<file path="config.mk">
export PLATFORM = sky130hd
export DESIGN_NAME = vcm_unit
export DESIGN_NICKNAME = d
export VERILOG_FILES = /design/src/rtl/vcm_pkg.sv /design/src/rtl/vcm_regfile.sv /design/src/rtl/vcm_cmp.sv /design/src/rtl/vcm_seq.sv /design/src/rtl/vcm_unit.sv
export SDC_FILE = /design/constraint.sdc
export NUM_CORES = 1
export LEC_CHECK = 0
export BUFFER_PORTS_ARGS = -buffer_cell sky130_fd_sc_hd__buf_2
export CORE_MARGIN = 2
export CORE_UTILIZATION = 40
export DETAILED_ROUTE_END_ITERATION = 7
export MAX_ROUTING_LAYER = met4
export SLEW_MARGIN = 20
export SYNTH_ARGS = -nofsm -noshare
export SYNTH_HDL_FRONTEND = slang
export SYNTH_HIERARCHICAL = 1
export SYNTH_SLANG_ARGS = --single-unit
</file>
<file path="constraint.sdc">
create_clock -name clk -period 6.8 [get_ports clk]
set_clock_uncertainty 0.2 [all_clocks]
set_input_delay 0.34 -clock clk [delete_from_list [all_inputs] [get_ports clk]]
set_output_delay 0.34 -clock clk [all_outputs]
set_load 0.05 [all_outputs]
</file>
<file path="src/rtl/vcm_pkg.sv">
// Shared encodings for the vector compare and mask unit.
// Assumes op and condition codes are 3 bits wide.
package vcm_pkg;
    typedef enum logic [2:0] {
        OP_CMP_VV = 3'd0,
        OP_CMP_VS = 3'd1,
        OP_ADD    = 3'd2,
        OP_SUB    = 3'd3,
        OP_IDX    = 3'd4
    } vop_e;

    typedef enum logic [2:0] {
        C_EQ = 3'd0,
        C_NE = 3'd1,
        C_GT = 3'd2,
        C_LT = 3'd3,
        C_GE = 3'd4,
        C_LE = 3'd5
    } vcond_e;
endpackage

</file>
<file path="src/rtl/vcm_regfile.sv">
// Vector register array: NREG registers of MVL elements, each W bits wide.
// Two write ports, where the engine port wins over the direct port on the same
// element. Three combinational read ports. Assumes NREG and MVL are powers of two.
module vcm_regfile #(
    parameter int NREG = 4,
    parameter int MVL  = 8,
    parameter int W    = 16,
    parameter int RW   = $clog2(NREG),
    parameter int IW   = $clog2(MVL)
) (
    input  logic          clk,
    input  logic          rst_n,
    input  logic          eng_we,
    input  logic [RW-1:0] eng_reg,
    input  logic [IW-1:0] eng_idx,
    input  logic [W-1:0]  eng_data,
    input  logic          port_we,
    input  logic [RW-1:0] port_reg,
    input  logic [IW-1:0] port_idx,
    input  logic [W-1:0]  port_data,
    input  logic [RW-1:0] ra_reg,
    input  logic [IW-1:0] ra_idx,
    output logic [W-1:0]  ra_data,
    input  logic [RW-1:0] rb_reg,
    input  logic [IW-1:0] rb_idx,
    output logic [W-1:0]  rb_data,
    input  logic [RW-1:0] rx_reg,
    input  logic [IW-1:0] rx_idx,
    output logic [W-1:0]  rx_data
);
    logic [W-1:0] mem [NREG][MVL];

    // Element storage update: engine write first, then the direct port.
    always_ff @(posedge clk) begin
        for (int r = 0; r < NREG; r++) begin
            for (int e = 0; e < MVL; e++) begin
                if (!rst_n)
                    mem[r][e] <= '0;
                else if (eng_we && eng_reg == RW'(r) && eng_idx == IW'(e))
                    mem[r][e] <= eng_data;
                else if (port_we && port_reg == RW'(r) && port_idx == IW'(e))
                    mem[r][e] <= port_data;
            end
        end
    end

    assign ra_data = mem[ra_reg][ra_idx];
    assign rb_data = mem[rb_reg][rb_idx];
    assign rx_data = mem[rx_reg][rx_idx];
endmodule

</file>
<file path="src/rtl/vcm_cmp.sv">
// Signed element comparator for the six condition codes.
// An undefined code gives a false result.
module vcm_cmp #(
    parameter int W = 16
) (
    input  logic [W-1:0] lhs,
    input  logic [W-1:0] rhs,
    input  logic [2:0]   cond,
    output logic         hit
);
    import vcm_pkg::*;
    logic signed [W-1:0] sl, sr;
    assign sl = lhs;
    assign sr = rhs;

    // Condition decode.
    always_comb begin
        case (vcond_e'(cond))
            C_EQ:    hit = (sl == sr);
            C_NE:    hit = (sl != sr);
            C_GT:    hit = (sl >  sr);
            C_LT:    hit = (sl <  sr);
            C_GE:    hit = (sl >= sr);
            C_LE:    hit = (sl <= sr);
            default: hit = 1'b0;
        endcase
    end
endmodule

</file>
<file path="src/rtl/vcm_seq.sv">
// Element sequencer: accepts start when idle, clamps the length to MVL,
// steps the element index once per cycle and pulses done after the last one.
// A zero length finishes at once with no element cycle.
module vcm_seq #(
    parameter int MVL = 8,
    parameter int IW  = $clog2(MVL),
    parameter int LW  = $clog2(MVL + 1)
) (
    input  logic          clk,
    input  logic          rst_n,
    input  logic          start,
    input  logic [LW-1:0] vl_req,
    output logic          accept,
    output logic          busy,
    output logic [IW-1:0] idx,
    output logic [LW-1:0] len,
    output logic          done
);
    logic [LW-1:0] vl_eff;
    logic          last;

    assign accept = start && !busy;
    assign vl_eff = (vl_req > LW'(MVL)) ? LW'(MVL) : vl_req;
    assign last   = (LW'(idx) + LW'(1)) == len;

    // Run state, element index and done pulse.
    always_ff @(posedge clk) begin
        if (!rst_n) begin
            busy <= 1'b0;
            idx  <= '0;
            len  <= '0;
            done <= 1'b0;
        end else begin
            done <= 1'b0;
            if (accept) begin
                len <= vl_eff;
                idx <= '0;
                if (vl_eff == '0) done <= 1'b1;
                else              busy <= 1'b1;
            end else if (busy) begin
                if (last) begin
                    busy <= 1'b0;
                    done <= 1'b1;
                end else begin
                    idx <= idx + IW'(1);
                end
            end
        end
    end
endmodule

</file>
<file path="src/rtl/vcm_unit.sv">
// Vector compare and mask unit top. Captures an operation on start, then
// handles one element per cycle: a compare writes a mask bit, masked add or
// subtract writes only where the mask is set, and create-index writes i*scalar.
// Assumes operands are signed integers and the mask resets to all ones.
module vcm_unit #(
    parameter int NREG = 4,
    parameter int MVL  = 8,
    parameter int W    = 16,
    parameter int RW   = $clog2(NREG),
    parameter int IW   = $clog2(MVL),
    parameter int LW   = $clog2(MVL + 1)
) (
    input  logic           clk,
    input  logic           rst_n,
    input  logic           start_i,
    input  logic [2:0]     op_i,
    input  logic [2:0]     cond_i,
    input  logic [RW-1:0]  src_a_i,
    input  logic [RW-1:0]  src_b_i,
    input  logic [RW-1:0]  dst_i,
    input  logic [W-1:0]   scalar_i,
    input  logic [LW-1:0]  vl_i,
    input  logic           wr_en_i,
    input  logic [RW-1:0]  wr_reg_i,
    input  logic [IW-1:0]  wr_idx_i,
    input  logic [W-1:0]   wr_data_i,
    input  logic [RW-1:0]  rd_reg_i,
    input  logic [IW-1:0]  rd_idx_i,
    output logic [W-1:0]   rd_data_o,
    output logic [MVL-1:0] mask_o,
    output logic           busy_o,
    output logic           done_o
);
    import vcm_pkg::*;

    logic          accept, busy, done;
    logic [IW-1:0] idx_w;
    logic [LW-1:0] len_w;
    vop_e          op_q;
    logic [2:0]    cond_q;
    logic [RW-1:0] a_q, b_q, d_q;
    logic [W-1:0]  s_q;
    logic [W-1:0]  a_data, b_data, rhs, res;
    logic [MVL-1:0] mask_q;
    logic          hit, eng_we, is_cmp, start_cmp;

    vcm_seq #(.MVL(MVL), .IW(IW), .LW(LW)) seq_i (
        .clk(clk), .rst_n(rst_n), .start(start_i), .vl_req(vl_i),
        .accept(accept), .busy(busy), .idx(idx_w), .len(len_w), .done(done)
    );

    // Operand capture on an accepted start.
    always_ff @(posedge clk) begin
        if (!rst_n) begin
            op_q   <= OP_CMP_VV;
            cond_q <= '0;
            a_q    <= '0;
            b_q    <= '0;
            d_q    <= '0;
            s_q    <= '0;
        end else if (accept) begin
            op_q   <= vop_e'(op_i);
            cond_q <= cond_i;
            a_q    <= src_a_i;
            b_q    <= src_b_i;
            d_q    <= dst_i;
            s_q    <= scalar_i;
        end
    end

    assign is_cmp    = (op_q == OP_CMP_VV) || (op_q == OP_CMP_VS);
    assign start_cmp = accept && (op_i == 3'(OP_CMP_VV) || op_i == 3'(OP_CMP_VS));
    assign rhs       = (op_q == OP_CMP_VS) ? s_q : b_data;

    vcm_cmp #(.W(W)) cmp_i (.lhs(a_data), .rhs(rhs), .cond(cond_q), .hit(hit));

    // Element result for the writing operations.
    always_comb begin
        case (op_q)
            OP_ADD:  res = a_data + b_data;
            OP_SUB:  res = a_data - b_data;
            OP_IDX:  res = s_q * W'(idx_w);
            default: res = '0;
        endcase
    end

    assign eng_we = busy && (((op_q == OP_ADD || op_q == OP_SUB) && mask_q[idx_w])
                             || op_q == OP_IDX);

    vcm_regfile #(.NREG(NREG), .MVL(MVL), .W(W), .RW(RW), .IW(IW)) rf_i (
        .clk(clk), .rst_n(rst_n),
        .eng_we(eng_we), .eng_reg(d_q), .eng_idx(idx_w), .eng_data(res),
        .port_we(wr_en_i), .port_reg(wr_reg_i), .port_idx(wr_idx_i), .port_data(wr_data_i),
        .ra_reg(a_q), .ra_idx(idx_w), .ra_data(a_data),
        .rb_reg(b_q), .rb_idx(idx_w), .rb_data(b_data),
        .rx_reg(rd_reg_i), .rx_idx(rd_idx_i), .rx_data(rd_data_o)
    );

    // Mask register: cleared when a compare starts, then one bit per element.
    always_ff @(posedge clk) begin
        if (!rst_n)
            mask_q <= '1;
        else if (start_cmp)
            mask_q <= '0;
        else if (busy && is_cmp)
            mask_q[idx_w] <= hit;
    end

    assign mask_o = mask_q;
    assign busy_o = busy;
    assign done_o = done;
endmodule

</file>
# Word-level counts from Yosys, hierarchy flattened
# Memories as Yosys holds them, arrays and structs flattened. A register that Yosys moved wholly into a read port is not among the register bits.
# Index checks and enable logic that the tools add are counted.
[word_totals]
latchBits = 0
romBits = 0
mem_count = 1
output_inout_bits = 26
regBits = 45
ramBits = 512
[memory_table]
columns = ["name", "depth", "width", "rd", "rd_clocked_by_memory_dff", "wr", "line", "rtl"]
rows = [
  ["rf_i.mem", 4, 128, 3, 2, 4, "vcm_regfile.sv:31", "logic [W-1:0] mem [NREG][MVL];"],
]
[op_classes]
div_mod_pow = 0
muxes = 321
n_addsub = 4
shifts = 0
n_reduce_logical = 94
bitwise_logic = 68
eq_ne = 34
order_cmp = 9
multipliers = 1
[ops]
columns = ["operator", "count"]
rows = [
  ["2-to-1 mux 16 bit", 71],
  ["2-to-1 mux 1 bit", 235],
  ["binary-select mux 16 bit (select 3 bit)", 3],
  ["logical AND 1 bit", 78],
  ["bitwise OR 1 bit", 64],
  ["case mux 16 bit (3 select lines)", 1],
  ["== test 3 bit, second input constant", 11],
  ["== test 3 x 2 -> 1 bit, second input constant", 8],
  ["adder 16 bit", 1],
  ["== test 16 bit", 1],
  ["greater-or-equal comparator 16 bit", 1],
  ["> comparator 16 bit", 1],
  ["<= comparator 16 bit", 1],
  ["less-than comparator 16 bit", 1],
  ["multiplier 16 x 3 -> 16 bit", 1],
  ["2-to-1 mux 8 bit", 2],
  ["!= test 16 bit", 1],
  ["subtractor 16 bit", 1],
  ["== test 3 x 1 -> 1 bit, second input constant", 5],
  ["logical NOT 3 bit", 5],
  ["bitwise mux 8 bit", 1],
  ["== test 2 bit, second input constant", 4],
  ["greater-or-equal comparator 4 bit, second input constant", 2],
  ["2-to-1 mux 2 bit", 4],
  ["21 further kinds", 28],
]

# Logic depth before layout (Yosys ltp)
[depth]
depth_word = 12
depth_mapped = 24

# Hierarchy
# The synthesis kept the hierarchy.
[by_module_without_submodules]
columns = ["module", "area_per_inst_um2", "cells_each", "instances", "seq_area_each_um2"]
rows = [
  ["vcm_regfile", 34992.3, 3114, 1, 15374.7],
  ["vcm_unit", 3978.8, 508, 1, 720.7],
  ["vcm_cmp", 494.2, 66, 1, 0.0],
  ["vcm_seq", 454.2, 47, 1, 180.2],
]

# Worst setup path after synthesis
# Ideal clock, no wire load.
[synth_timing]
path_type = "reg2reg"
start = "register seq_i.idx[0]"
end = "memory rf_i/mem[1][109] in the netlist's numbering (data pin)"
n_path_buf = 4
period_less_slack_ns = 4.793
required_time_ns = 6.344
setup_slack_ns = 2.007
arrival_time_ns = 4.337
path_stages_with_launch = 23
path_cell_list = "dfxtp_1 -> and2_1 -> buf_2 -> clkbuf_1 -> buf_1 -> a22oi_1 -> nand3_1 -> nand3_1 -> nor3_1 -> nand3b_1 -> nor2_1 -> a21oi_1 -> xnor2_1 -> ha_1 -> nand2_1 -> o22ai_1 -> a21oi_1 -> nand2_1 -> a311oi_1 -> xor2_1 -> o2111ai_1 -> clkbuf_1 -> a22o_1"
[synth_lines]
columns = ["element", "line", "rtl"]
rows = [
  ["start, declared", "vcm_seq.sv:15", "output logic [IW-1:0] idx,"],
  ["start signal, assigned", "vcm_seq.sv:45", "idx <= idx + IW'(1);"],
  ["end, declared", "vcm_regfile.sv:31", ""],
]

==> flow_metrics.env <==
export IMPL_firstDrtPassIters=7
export IMPL_final_util_pct=45.0
export IMPL_syn_avg_cell_area_um2=10.7
export IMPL_yosysSeqAreaShare_pct=40.8
export IMPL_fin_total_pwr_uw=10200
export IMPL_crit_cells=20
export IMPL_num_vias=34400
export IMPL_die_w_um=320
export IMPL_crit_type="reg2reg"
export IMPL_cts_buffers_inserted=67
export IMPL_dp_slack_ps=734
export IMPL_ir_drop_mv=0.182
export IMPL_synth_edf_count=512
export IMPL_ctsHoldBuffers=36
export IMPL_drc_errors=0
export IMPL_cts_root_buffer="clkbuf_16"
export IMPL_ys_ff_latch=557
export IMPL_slowest_stage="dfxtp_2"
export IMPL_slowest_delay_ps=620
export IMPL_p_per_area_nw_per_um2=228
export IMPL_worstPathArrival_ps=6590
export IMPL_endpoint_kind="register"
export IMPL_clkPwrFrac_pct=36.3
export IMPL_grt_pass1_vias=32800
export IMPL_p_switching_uw=3300
export IMPL_syn2layout_area_growth_pct=11.3
export IMPL_worst_ep_required_time_ps=6980
export IMPL_crit_start="seq_i/idx[0]"
export IMPL_dpl_cell_count=4850
export IMPL_std_cell_rows=115
export IMPL_cts_sink_count=557
export IMPL_worstReg2RegEnd="rf_i/mem[0][127]"
export IMPL_rsz0062_at_grt="false"
export IMPL_worst_pin_slew_ps=1260
export IMPL_antenna_found_initial=6
export IMPL_die_area_um2=102000
export IMPL_yosys_warnings=6
export IMPL_hold_viol=0
export IMPL_syn_area_um2=39900
export IMPL_synth_ff_type="edfxtp_1"
export IMPL_path_buf_inv=2
export IMPL_internal_power_uw=6850
export IMPL_grt_usage_pct=32.5
export IMPL_setup_viol=0
export IMPL_wl_per_cell_um=33.2
export IMPL_max_slew_margin_pct=15.8
export IMPL_io_buffers=87
export IMPL_synthArstFlopShare_pct=0
export IMPL_die_height_um=320
export IMPL_r2r_start="seq_i/idx[0]"
export IMPL_h_tree_depth=3
export IMPL_period_share_pct=94.3
export IMPL_timing_fmax_mhz=156
export IMPL_leakage_uw=0.0160
export IMPL_post_cts_buffers=0
export IMPL_place_congestion=0.977
export IMPL_vias_per_cell=6.86
export IMPL_cap_violations=0
export IMPL_grt_max_degree=94
export IMPL_status="finished, final reports clean"
export IMPL_first_iter_violations=5245
export IMPL_finalNonFillerCells=5014
export IMPL_synth_nets=3859
export IMPL_nets=3795
export IMPL_insertion_delay_ps=640
export IMPL_layout_min_cycle_time_ps=6410
export IMPL_regToRegSetupSlack_ps=390
export IMPL_start_util_pct=40.4
export IMPL_cts_resized=0
export IMPL_combPwrFrac_pct=23.5
export IMPL_drive_gt1_share_pct=12.0
export IMPL_antenna_left=0
export IMPL_critPathTopFamily="simple AND/OR/NAND/NOR gates"
export IMPL_finalMaxSlewViolations=0
export IMPL_min_path_type="in2reg"
export IMPL_crit_fanout=32
export IMPL_synthCells=3735
export IMPL_swShare_pct=32.5
export IMPL_crit_chain="nor2b_4 -> buf_4 -> a22oi_1 -> a31oi_1 -> nand3_1 -> nor3_1 -> nand2_1 -> nor2_1 -> a31oi_1 -> xnor2_1 -> ha_1 -> a21o_1 -> a21oi_1 -> nor2b_1 -> a21oi_1 -> nor3_1 -> xnor2_1 -> o22ai_2 -> buf_4 -> a22o_1"
export IMPL_grt_pass1_wl_um=236000
export IMPL_dp_hpwl_um=108000
export IMPL_fin_tns_setup_ps=0
export IMPL_cts_tree="done"
export IMPL_overflow=0
export IMPL_layout_setup_ws_ps=390
export IMPL_num_io_pins=88
export IMPL_reg2reg_depth=20
export IMPL_routed_wl_um=166000
export IMPL_crit_path_start_kind="register"
export IMPL_clockBufferDepth=3
export IMPL_core_area_um2=98700
export IMPL_share_seq_of_total_power_pct=40.2
export IMPL_clkTransAtPathRegs_ps=60
export IMPL_ys_types=73
export IMPL_critPathCapture="rf_i/mem[0][127]"
[kinds of logic (layout without fill, tap and decap cells)]
kind of cell             after synthesis  in the layout  share of synthesized area [%]
buffers and inverters                459            446                           4.97
XOR/XNOR                              46             46                           1.05
other                                  0              5                              0
adder cells (fa/ha/maj)               62             62                           2.23
multiplexers                         821            821                           20.6
AND/OR/NAND/NOR                      683            683                           8.82
AO/OA/AOI/OAI                       1107           1107                           21.5
flip-flops                           557            557                           40.8
[state kept, by name, indices dropped and copies added, names as in the netlist, 2 cells and up]
register	flops
seq_i/idx	3
op_q	3
a_q	2
s_q	16
b_q	2
d_q	2
mask_o	8
seq_i/len	4
cond_q	3
rf_i/mem	512
[worst register-to-register path, cell delays in order, from the launching register on]
cell and delay (ps):
dfxtp_2 620, nor2b_4 420, buf_4 290, a22oi_1 90, a31oi_1 410, nand3_1 490
nor3_1 560, nand2_1 130, nor2_1 360, a31oi_1 170, xnor2_1 180, ha_1 370
a21o_1 200, a21oi_1 200, nor2b_1 200, a21oi_1 90, nor3_1 260, xnor2_1 170
o22ai_2 140, buf_4 320, a22o_1 290
[worst min path at each step]
stage	start	to	cells after the start
6_report	start_i	seq_i/idx[2]	4
5_1_grt	start_i	seq_i/idx[2]	4
4_1_cts	start_i	seq_i/idx[2]	4
3_5_place_dp	seq_i/len[2]	seq_i/len[2]	2
3_3_place_gp	seq_i/len[2]	seq_i/len[2]	2
2_1_floorplan	seq_i/len[2]	seq_i/len[2]	2
[stage by stage]
stage / area (um2) / hold slack, ps
detailed placement: 41800 / 265
finish: 44500 / 29.3
global placement: 41800 / 260
floorplan: 39900 / 241
global route: 44500 / 68.0
CTS: 44400 / 12.1
[area by class of cell]
cell class	count	area (um2)
fill	9166	54300
multi-input combinational	2719	22000
sequential	557	16300
timing repair buffer	267	2110
clock buffer	87	1880
tap	1287	1610
clock inverter	33	302
inverter	59	221
antenna	5	12.5
[cells in the mapped netlist, types with 7 or more instances]
cell type / n / share of area [%]
clkbuf_1: 208 / 2.0
fa_1: 15 / 0.75
and3_1: 7 / 0.11
xor2_1: 13 / 0.29
edfxtp_1: 512 / 39
o21ai_0: 34 / 0.43
nand4_1: 55 / 0.86
nand3_1: 110 / 1.4
buf_2: 164 / 2.1
mux2i_1: 806 / 20
nor3_2: 20 / 0.50
a22o_1: 608 / 13
a22oi_1: 194 / 3.6
a31oi_1: 52 / 0.81
nand2_1: 215 / 2.0
dfxtp_1: 45 / 2.3
xnor2_1: 32 / 0.70
nor2b_1: 43 / 0.67
nor2_1: 94 / 0.88
nand2b_1: 14 / 0.22
buf_4: 15 / 0.28
buf_1: 13 / 0.12
and2_1: 13 / 0.20
a21o_1: 11 / 0.21
mux2_2: 14 / 0.39
a21oi_1: 153 / 1.9
nor3_1: 57 / 0.71
inv_1: 59 / 0.55
ha_1: 47 / 1.5
o22ai_1: 13 / 0.20
nand3b_1: 13 / 0.24
o211ai_1: 7 / 0.13
[cell usage in the layout (no fill, tap or decap), types with 47 or more instances in the layout]
cell type and count:
mux2i_1 806, buf_4 125, a22oi_1 194, a31oi_1 52, nand4_1 55, a21oi_1 153, clkbuf_16 71, ha_1 47
a22o_1 608, nor3_1 56, buf_2 86, nand2_1 211, edfxtp_1 512, nand3_1 110, inv_1 58, nor2_1 79
[power groups by stage]
stage / Clock, uW / Sequential [uW] / Combinational, uW
2_1_floorplan: 0 / 4100 / 1480
3_3_place_gp: 0 / 4140 / 2280
3_5_place_dp: 0 / 4150 / 2290
4_1_cts: 3700 / 4080 / 2310
5_1_grt: 3820 / 4100 / 2480
6_report: 3690 / 4080 / 2380
[routing by layer]
metal / global-route usage, % / part of all wire [%] / routed length, um / up-vias
met5: - / 0 / 0 / -
li1: - / - / - / 14500
met3: 8.25 / 12 / 20300 / 500
met4: 17.3 / 5.9 / 9850 / 0
met2: 46.8 / 43 / 71000 / 2412
met1: 42.0 / 39 / 65300 / 17000
(Power assumes the default switching activity.)
